<file path="src/rtl/rename_pkg.sv">
package rename_pkg;
  // Index width for a table of n entries, never below one bit.
  function automatic int unsigned idx_width(input int unsigned n);
    return (n <= 2) ? 1 : $clog2(n);
  endfunction

  // Width able to hold the count 0..n.
  function automatic int unsigned cnt_width(input int unsigned n);
    return $clog2(n + 1);
  endfunction
endpackage

</file>
<file path="src/rtl/rn_alias_table.sv">
module rn_alias_table #(
  parameter int unsigned NREG = 8,
  parameter int unsigned TW   = 7,
  localparam int unsigned IW  = rename_pkg::idx_width(NREG)
) (
  input  logic               clk,
  input  logic               rst_n,
  input  logic               wr_en,
  input  logic [IW-1:0]      wr_idx,
  input  logic [TW-1:0]      wr_tag,
  input  logic               restore_en,
  input  logic [NREG*TW-1:0] restore_map,
  output logic [NREG*TW-1:0] map_flat
);
  logic [TW-1:0] map_q [NREG];

  always_ff @(posedge clk) begin
    if (!rst_n) begin
      for (int i = 0; i < NREG; i++) map_q[i] <= TW'(i);
    end else if (restore_en) begin
      for (int i = 0; i < NREG; i++) map_q[i] <= restore_map[i*TW +: TW];
    end else if (wr_en) begin
      map_q[wr_idx] <= wr_tag;
    end
  end

  generate
    for (genvar g = 0; g < NREG; g++) begin : g_flat
      assign map_flat[g*TW +: TW] = map_q[g];
    end
  endgenerate

  // a restore leaves the table equal to its source image
  p_restore_copies_r9: assert property (@(posedge clk) disable iff (!rst_n)
    restore_en |=> map_flat == $past(restore_map));
endmodule

</file>
<file path="src/rtl/rn_free_list.sv">
module rn_free_list #(
  parameter int unsigned NPHYS = 128,
  parameter int unsigned NARCH = 8,
  parameter int unsigned TW    = 7,
  localparam int unsigned CW   = rename_pkg::cnt_width(NPHYS)
) (
  input  logic                clk,
  input  logic                rst_n,
  input  logic                alloc_en,
  output logic [TW-1:0]       alloc_tag,
  output logic                empty,
  input  logic                free_en,
  input  logic [TW-1:0]       free_tag,
  input  logic                rebuild_en,
  input  logic [NARCH*TW-1:0] keep_map,
  output logic [CW-1:0]       free_count
);
  logic [NPHYS-1:0] avail_q, avail_d;

  function automatic logic [TW-1:0] lowest_set(input logic [NPHYS-1:0] v);
    logic [TW-1:0] r;
    r = '0;
    for (int i = NPHYS - 1; i >= 0; i--) if (v[i]) r = TW'(i);
    return r;
  endfunction

  assign alloc_tag  = lowest_set(avail_q);
  assign empty      = (avail_q == '0);
  assign free_count = CW'($countones(avail_q));

  always_comb begin
    avail_d = avail_q;
    if (rebuild_en) begin
      avail_d = '1;
      for (int i = 0; i < NARCH; i++) avail_d[keep_map[i*TW +: TW]] = 1'b0;
    end else begin
      if (alloc_en) avail_d[alloc_tag] = 1'b0;
      if (free_en)  avail_d[free_tag]  = 1'b1;
    end
  end

  always_ff @(posedge clk) begin
    if (!rst_n) begin
      for (int i = 0; i < NPHYS; i++) avail_q[i] <= (i >= NARCH);
    end else begin
      avail_q <= avail_d;
    end
  end

  p_alloc_nonempty_r5: assert property (@(posedge clk) disable iff (!rst_n)
    alloc_en |-> !empty);
  p_no_double_free_r6: assert property (@(posedge clk) disable iff (!rst_n)
    free_en |-> !avail_q[free_tag]);
  p_alloc_free_distinct_r6: assert property (@(posedge clk) disable iff (!rst_n)
    (alloc_en && free_en) |-> alloc_tag != free_tag);
  p_alloc_taken_r2: assert property (@(posedge clk) disable iff (!rst_n)
    (alloc_en && !rebuild_en) |=> !avail_q[$past(alloc_tag)]);
endmodule

</file>
<file path="src/rtl/rn_order_queue.sv">
module rn_order_queue #(
  parameter int unsigned DEPTH = 32,
  parameter int unsigned AW    = 3,
  parameter int unsigned TW    = 7,
  localparam int unsigned PW   = rename_pkg::idx_width(DEPTH),
  localparam int unsigned CW   = rename_pkg::cnt_width(DEPTH)
) (
  input  logic          clk,
  input  logic          rst_n,
  input  logic          push,
  input  logic          push_has_dst,
  input  logic [AW-1:0] push_arch,
  input  logic [TW-1:0] push_tag,
  input  logic          pop,
  input  logic          clear,
  output logic          head_has_dst,
  output logic [AW-1:0] head_arch,
  output logic [TW-1:0] head_tag,
  output logic          empty,
  output logic          full,
  output logic [CW-1:0] dst_count
);
  logic          hd_q   [DEPTH];
  logic [AW-1:0] arch_q [DEPTH];
  logic [TW-1:0] tag_q  [DEPTH];
  logic [PW-1:0] rd_q, wr_q;
  logic [CW-1:0] cnt_q;

  function automatic logic [PW-1:0] step(input logic [PW-1:0] p);
    return (p == PW'(DEPTH - 1)) ? '0 : p + 1'b1;
  endfunction

  assign empty        = (cnt_q == '0);
  assign full         = (cnt_q == CW'(DEPTH));
  assign head_has_dst = hd_q[rd_q];
  assign head_arch    = arch_q[rd_q];
  assign head_tag     = tag_q[rd_q];

  always_ff @(posedge clk) begin
    if (push && !clear) begin
      hd_q[wr_q]   <= push_has_dst;
      arch_q[wr_q] <= push_arch;
      tag_q[wr_q]  <= push_tag;
    end
  end

  always_ff @(posedge clk) begin
    if (!rst_n || clear) begin
      rd_q      <= '0;
      wr_q      <= '0;
      cnt_q     <= '0;
      dst_count <= '0;
    end else begin
      if (push) wr_q <= step(wr_q);
      if (pop)  rd_q <= step(rd_q);
      cnt_q     <= cnt_q + CW'(push) - CW'(pop);
      dst_count <= dst_count + CW'(push && push_has_dst) - CW'(pop && head_has_dst);
    end
  end

  p_no_overflow_r5: assert property (@(posedge clk) disable iff (!rst_n)
    push |-> !full);
  p_no_underflow_r8: assert property (@(posedge clk) disable iff (!rst_n)
    pop |-> !empty);
  p_clear_empties_r9: assert property (@(posedge clk) disable iff (!rst_n)
    clear |=> empty);
endmodule

</file>
<file path="src/rtl/rename_core.sv">
module rename_core #(
  parameter int unsigned ARCH_REGS   = 8,
  parameter int unsigned PHYS_REGS   = 128,
  parameter int unsigned QUEUE_DEPTH = 32,
  localparam int unsigned AW = rename_pkg::idx_width(ARCH_REGS),
  localparam int unsigned TW = rename_pkg::idx_width(PHYS_REGS),
  localparam int unsigned FCW = rename_pkg::cnt_width(PHYS_REGS),
  localparam int unsigned QCW = rename_pkg::cnt_width(QUEUE_DEPTH)
) (
  input  logic          clk,
  input  logic          rst_n,
  input  logic          ren_valid,
  output logic          ren_ready,
  input  logic          ren_has_dst,
  input  logic [AW-1:0] ren_dst_arch,
  input  logic [AW-1:0] ren_src_a_arch,
  input  logic [AW-1:0] ren_src_b_arch,
  output logic [TW-1:0] ren_dst_tag,
  output logic [TW-1:0] ren_src_a_tag,
  output logic [TW-1:0] ren_src_b_tag,
  input  logic          ret_valid,
  output logic          ret_ready,
  output logic          ret_free_valid,
  output logic [TW-1:0] ret_free_tag,
  input  logic          flush
);
  // Named internal events
  logic                    ren_fire, alloc_fire, ret_fire;
  logic                    pool_empty, q_empty, q_full;
  logic [TW-1:0]           pool_tag;
  logic [FCW-1:0]          pool_count;
  logic [QCW-1:0]          inflight_dst;
  logic                    head_has_dst;
  logic [AW-1:0]           head_arch;
  logic [TW-1:0]           head_tag;
  logic [ARCH_REGS*TW-1:0] spec_flat, commit_flat;

  function automatic logic [TW-1:0] lookup(input logic [ARCH_REGS*TW-1:0] m,
                                           input logic [AW-1:0] idx);
    return m[idx*TW +: TW];
  endfunction

  assign ren_ready  = !flush && !pool_empty && !q_full;
  assign ren_fire   = ren_valid && ren_ready;
  assign alloc_fire = ren_fire && ren_has_dst;

  assign ren_dst_tag   = pool_tag;
  assign ren_src_a_tag = lookup(spec_flat, ren_src_a_arch);
  assign ren_src_b_tag = lookup(spec_flat, ren_src_b_arch);

  assign ret_ready      = !flush && !q_empty;
  assign ret_fire       = ret_valid && ret_ready;
  assign ret_free_valid = ret_fire && head_has_dst;
  assign ret_free_tag   = lookup(commit_flat, head_arch);

  rn_alias_table #(.NREG(ARCH_REGS), .TW(TW)) u_spec_map (
    .clk(clk), .rst_n(rst_n),
    .wr_en(alloc_fire), .wr_idx(ren_dst_arch), .wr_tag(pool_tag),
    .restore_en(flush), .restore_map(commit_flat),
    .map_flat(spec_flat)
  );

  rn_alias_table #(.NREG(ARCH_REGS), .TW(TW)) u_commit_map (
    .clk(clk), .rst_n(rst_n),
    .wr_en(ret_free_valid), .wr_idx(head_arch), .wr_tag(head_tag),
    .restore_en(1'b0), .restore_map('0),
    .map_flat(commit_flat)
  );

  rn_free_list #(.NPHYS(PHYS_REGS), .NARCH(ARCH_REGS), .TW(TW)) u_pool (
    .clk(clk), .rst_n(rst_n),
    .alloc_en(alloc_fire), .alloc_tag(pool_tag), .empty(pool_empty),
    .free_en(ret_free_valid), .free_tag(ret_free_tag),
    .rebuild_en(flush), .keep_map(commit_flat),
    .free_count(pool_count)
  );

  rn_order_queue #(.DEPTH(QUEUE_DEPTH), .AW(AW), .TW(TW)) u_order (
    .clk(clk), .rst_n(rst_n),
    .push(ren_fire), .push_has_dst(ren_has_dst), .push_arch(ren_dst_arch),
    .push_tag(pool_tag),
    .pop(ret_fire), .clear(flush),
    .head_has_dst(head_has_dst), .head_arch(head_arch), .head_tag(head_tag),
    .empty(q_empty), .full(q_full), .dst_count(inflight_dst)
  );

  // every tag is mapped in the committed map, held by an in-flight record, or unused
  p_tag_conservation_r2: assert property (@(posedge clk) disable iff (!rst_n || $past(flush))
    (int'(pool_count) + int'(inflight_dst)) == int'(PHYS_REGS - ARCH_REGS));
  p_flush_blocks_r9: assert property (@(posedge clk) disable iff (!rst_n)
    flush |-> !ren_ready && !ret_ready);
  p_no_dst_no_change_r4: assert property (@(posedge clk) disable iff (!rst_n)
    (ren_fire && !ren_has_dst && !flush) |=> spec_flat == $past(spec_flat));
  p_retire_nodst_quiet_r7: assert property (@(posedge clk) disable iff (!rst_n)
    (!ret_free_valid && !flush) |=> commit_flat == $past(commit_flat));
endmodule

</file>
<file path="config.mk">
export PLATFORM = sky130hd
export DESIGN_NAME = rename_core
export DESIGN_NICKNAME = d
export VERILOG_FILES = /design/src/rtl/rename_pkg.sv /design/src/rtl/rn_alias_table.sv /design/src/rtl/rn_free_list.sv /design/src/rtl/rn_order_queue.sv /design/src/rtl/rename_core.sv
export SDC_FILE = /design/constraint.sdc
export NUM_CORES = 2
export LEC_CHECK = 0
export BUFFER_PORTS_ARGS = -buffer_cell sky130_fd_sc_hd__buf_4
export CORE_MARGIN = 10
export CORE_UTILIZATION = 29
export DETAILED_ROUTE_END_ITERATION = 8
export GPL_ROUTABILITY_DRIVEN = 0
export HOLD_SLACK_MARGIN = 0.03
export PLACE_DENSITY = 0.41
export SLEW_MARGIN = 40
export SYNTH_ARGS = -nofsm -noshare
export SYNTH_HDL_FRONTEND = slang
export SYNTH_HIERARCHICAL = 1
export SYNTH_SLANG_ARGS = --single-unit
</file>
<file path="constraint.sdc">
create_clock -name clk -period 10.5 [get_ports clk]
set_clock_uncertainty 0.1 [all_clocks]
set_input_delay 1.05 -clock clk [delete_from_list [all_inputs] [get_ports clk]]
set_output_delay 1.05 -clock clk [all_outputs]
set_load 0.005 [all_outputs]
</file>
==> results.toml <==
[placed_design]
post-dp-hpwl_um = 113000
post_dp_cell_area_sq_um = 38210
placement.io_buffers = 45

[cts]
post_cts_resized = 0
cts_buffers = 73
cts-root-to-sink-buffers = 3
clock_sink_count = 613
cts-root-buf = "sky130_fd_sc_hd__clkbuf_16"
postCtsSetupBuffers = 0
cts_tree = "yes"
postCtsHoldBufs = 0
cts_htree_levels = 3
clkLatencyLatePin_ns = 0.67
clk_pin_slew_ns = 0.05

[detailed_routing]
routed_wl_met2_um = 74050
post-route-drc-count = 0
highest_layer = "met4"
detailed_routed_wire_length_on_met3_um = 17140
detail_route.wirelength.met1_um = 70300
routed_wire_length_per_instance_um = 33.76
finalWirelength_um = 172600
drt_pre_antenna_iters = 8
drtIter0Drc = 4595
number_of_nets_still_failing_antenna_checks_after_routing = 0
avgViaCountPerCell = 6.367
num_vias = 32560

[setup_path]
critPathBufInv = 2
worstRegToRegCells = 13
worst-endpoint-required_ns = 9.35
critPathKind = "reg -> out"
cp_cell_sequence = "buf_12, mux4_1, mux4_2, mux2_2, mux4_1, mux2_2, buf_4"
crit_path_end_kind = "output port"
critical_path_stages = 7
worstPathArrival_ns = 4.69
worst_path_max_delay_cell = "sky130_fd_sc_hd__dfxtp_4"
worst-path-max-fanout = 61
kind_of_cell_with_the_highest_combined_delay_on_the_critical_path = "multiplexers"
slowest_cell_delay_on_critical_path_ns = 0.73
critical_path.startpoint_type = "flip-flop"

[power_and_ir_drop]
cellLeakagePower_nw = 12.15
power-per-cell-area_nw_per_um2 = 158.6
vdd.ir_drop.worst_uv = 138.0

[flow_run]
maxCapViolCount = 0

[floorplan]
floorplan.die.height_um = 371.0
core_area_sq_um = 122000
io_pins = 46
placement_rows = 128
die_area_sq_um = 137700
die_width_um = 371.0
initial_core_util = 0.2928

[logic_synthesis]
synth_area_sq_um = 35740
postSynthAreaPerCell_sq_um = 10.53
yosysWarningCount = 6
synth_cells = 3395

[layout]
fin_nets = 3461
area_growth_pct = 14.07
stdcell_area_sq_um = 40760
final_layout_size_suffix_gt1_frac = 0.1426
fillerInstances = 12370

[sta]
min_period_ns = 5.844
max_clock_freq_ghz = 0.1711
setup_viol = 0
rsz_0062_raised_after_global_routing = "no"
worstMarginPinSlew_ns = 1.405
totalNegativeSetupSlack_ns = 0
final_max_slew_viol_count = 0
timing.final.hold_violations = 0
slew_headroom = 0.06345
timing.final.crit_share = 0.5566

[hold_path]
hold_path_class = "reg -> reg"
worstHoldPathCells = 2

[global_route]
grt_overflow_total = 0
antenna_violations_before_repair = 3
pin_count_of_the_biggest_net_entering_global_routing = 90
via_count_of_the_first_global_routing_pass = 31260
grt_pass1_wl_um = 241400
grt_use_total = 0.2412

[run_status]
run_status = "finished clean"
==> metal layers <==
metal  global-route usage  up-vias
met2               0.3614     2058
met5            0.0006991        -
met1               0.3110    16250
met4               0.1286        0
li1                     -    13670
met3              0.07144      578
==> cell type report <==
type                       instances  area, sq um  share of cell area
sequential                       613        16930              0.4152
inverter                          67        252.7            0.006200
antenna                            2        5.005           0.0001228
timing repair buffer             140         1114             0.02732
multi-input combinational       2533        17970              0.4408
tap                             1625         2033             0.04988
clock inverter                    42        476.7             0.01169
clock buffer                      91         1988             0.04877
==> worst reg2reg max path, delay by kind of cell, from the launching register on <==
family / cells / cell delay [ns]
mux: 5 / 2.57
buf+inv: 1 / 0.48
flops: 1 / 0.73
simple gates: 3 / 1.03
compound gates: 4 / 0.71
==> layout by cell type, fill, tap and decap left out, drive strengths merged, types with 26 or more instances in the layout <==
| cell | count |
|---|---|
| nor2 | 506 |
| edfxtp | 464 |
| o22ai | 342 |
| nand2 | 187 |
| a21oi | 167 |
| dfxtp | 149 |
| o21ai | 143 |
| mux4 | 142 |
| buf | 140 |
| o2111ai | 124 |
| nand3 | 91 |
| clkbuf | 91 |
| nor2b | 68 |
| inv | 68 |
| conb | 61 |
| nor4 | 60 |
| o211ai | 49 |
| o311ai | 47 |
| a22o | 46 |
| nor3 | 46 |
| mux2i | 45 |
| mux2 | 34 |
| nand3b | 31 |
| o221ai | 29 |
| clkinv | 29 |
| nand4 | 28 |
| o22a | 27 |
| or3 | 26 |
==> per-stage QoR <==
stage | instances | util | setup slack (ns) | power, mW | hold WS [ns]
floorplan | 3455 | - | 5.980 | 3.356 | 0.3612
global placement | 4966 | 0.3107 | 4.883 | 3.826 | 0.4081
CTS | 5109 | 0.3333 | 4.578 | 6.483 | 0.4182
detailed placement | 4976 | 0.3131 | 4.889 | 3.836 | 0.4033
global route | 5111 | 0.3340 | 4.452 | 6.671 | 0.4680
finish | 5113 | 0.3340 | 4.656 | 6.467 | 0.4191
==> where the power goes <==
group / switching, mW / leakage [nW] / internal, mW / total (mW)
Clock: 1.08 / 1.20 / 1.55 / 2.63
Sequential: 0.138 / 5.67 / 2.69 / 2.83
Combinational: 0.714 / 5.28 / 0.297 / 1.01
==> sequential cells by signal, indices dropped and copies added, names as in the netlist, named ones only <==
register	count
u_order/tag_q	224
u_commit_map/map_q	56
u_order/rd_q	5
u_order/arch_q	96
u_order/hd_q	32
u_pool/avail_q	128
u_order/cnt_q	6
u_spec_map/map_q	56
u_order/wr_q	5
==> final timing paths <==
kind	from	to	slack [ns]
setup / recovery	flip-flop	ret_free_tag[1]	4.66
hold / removal	u_order/rd_q[3]	flip-flop	0.42
setup reg to reg	flip-flop	u_pool/avail_q[121]	4.81
hold reg to reg	u_order/rd_q[3]	flip-flop	0.42
(Power assumes the default switching activity.)
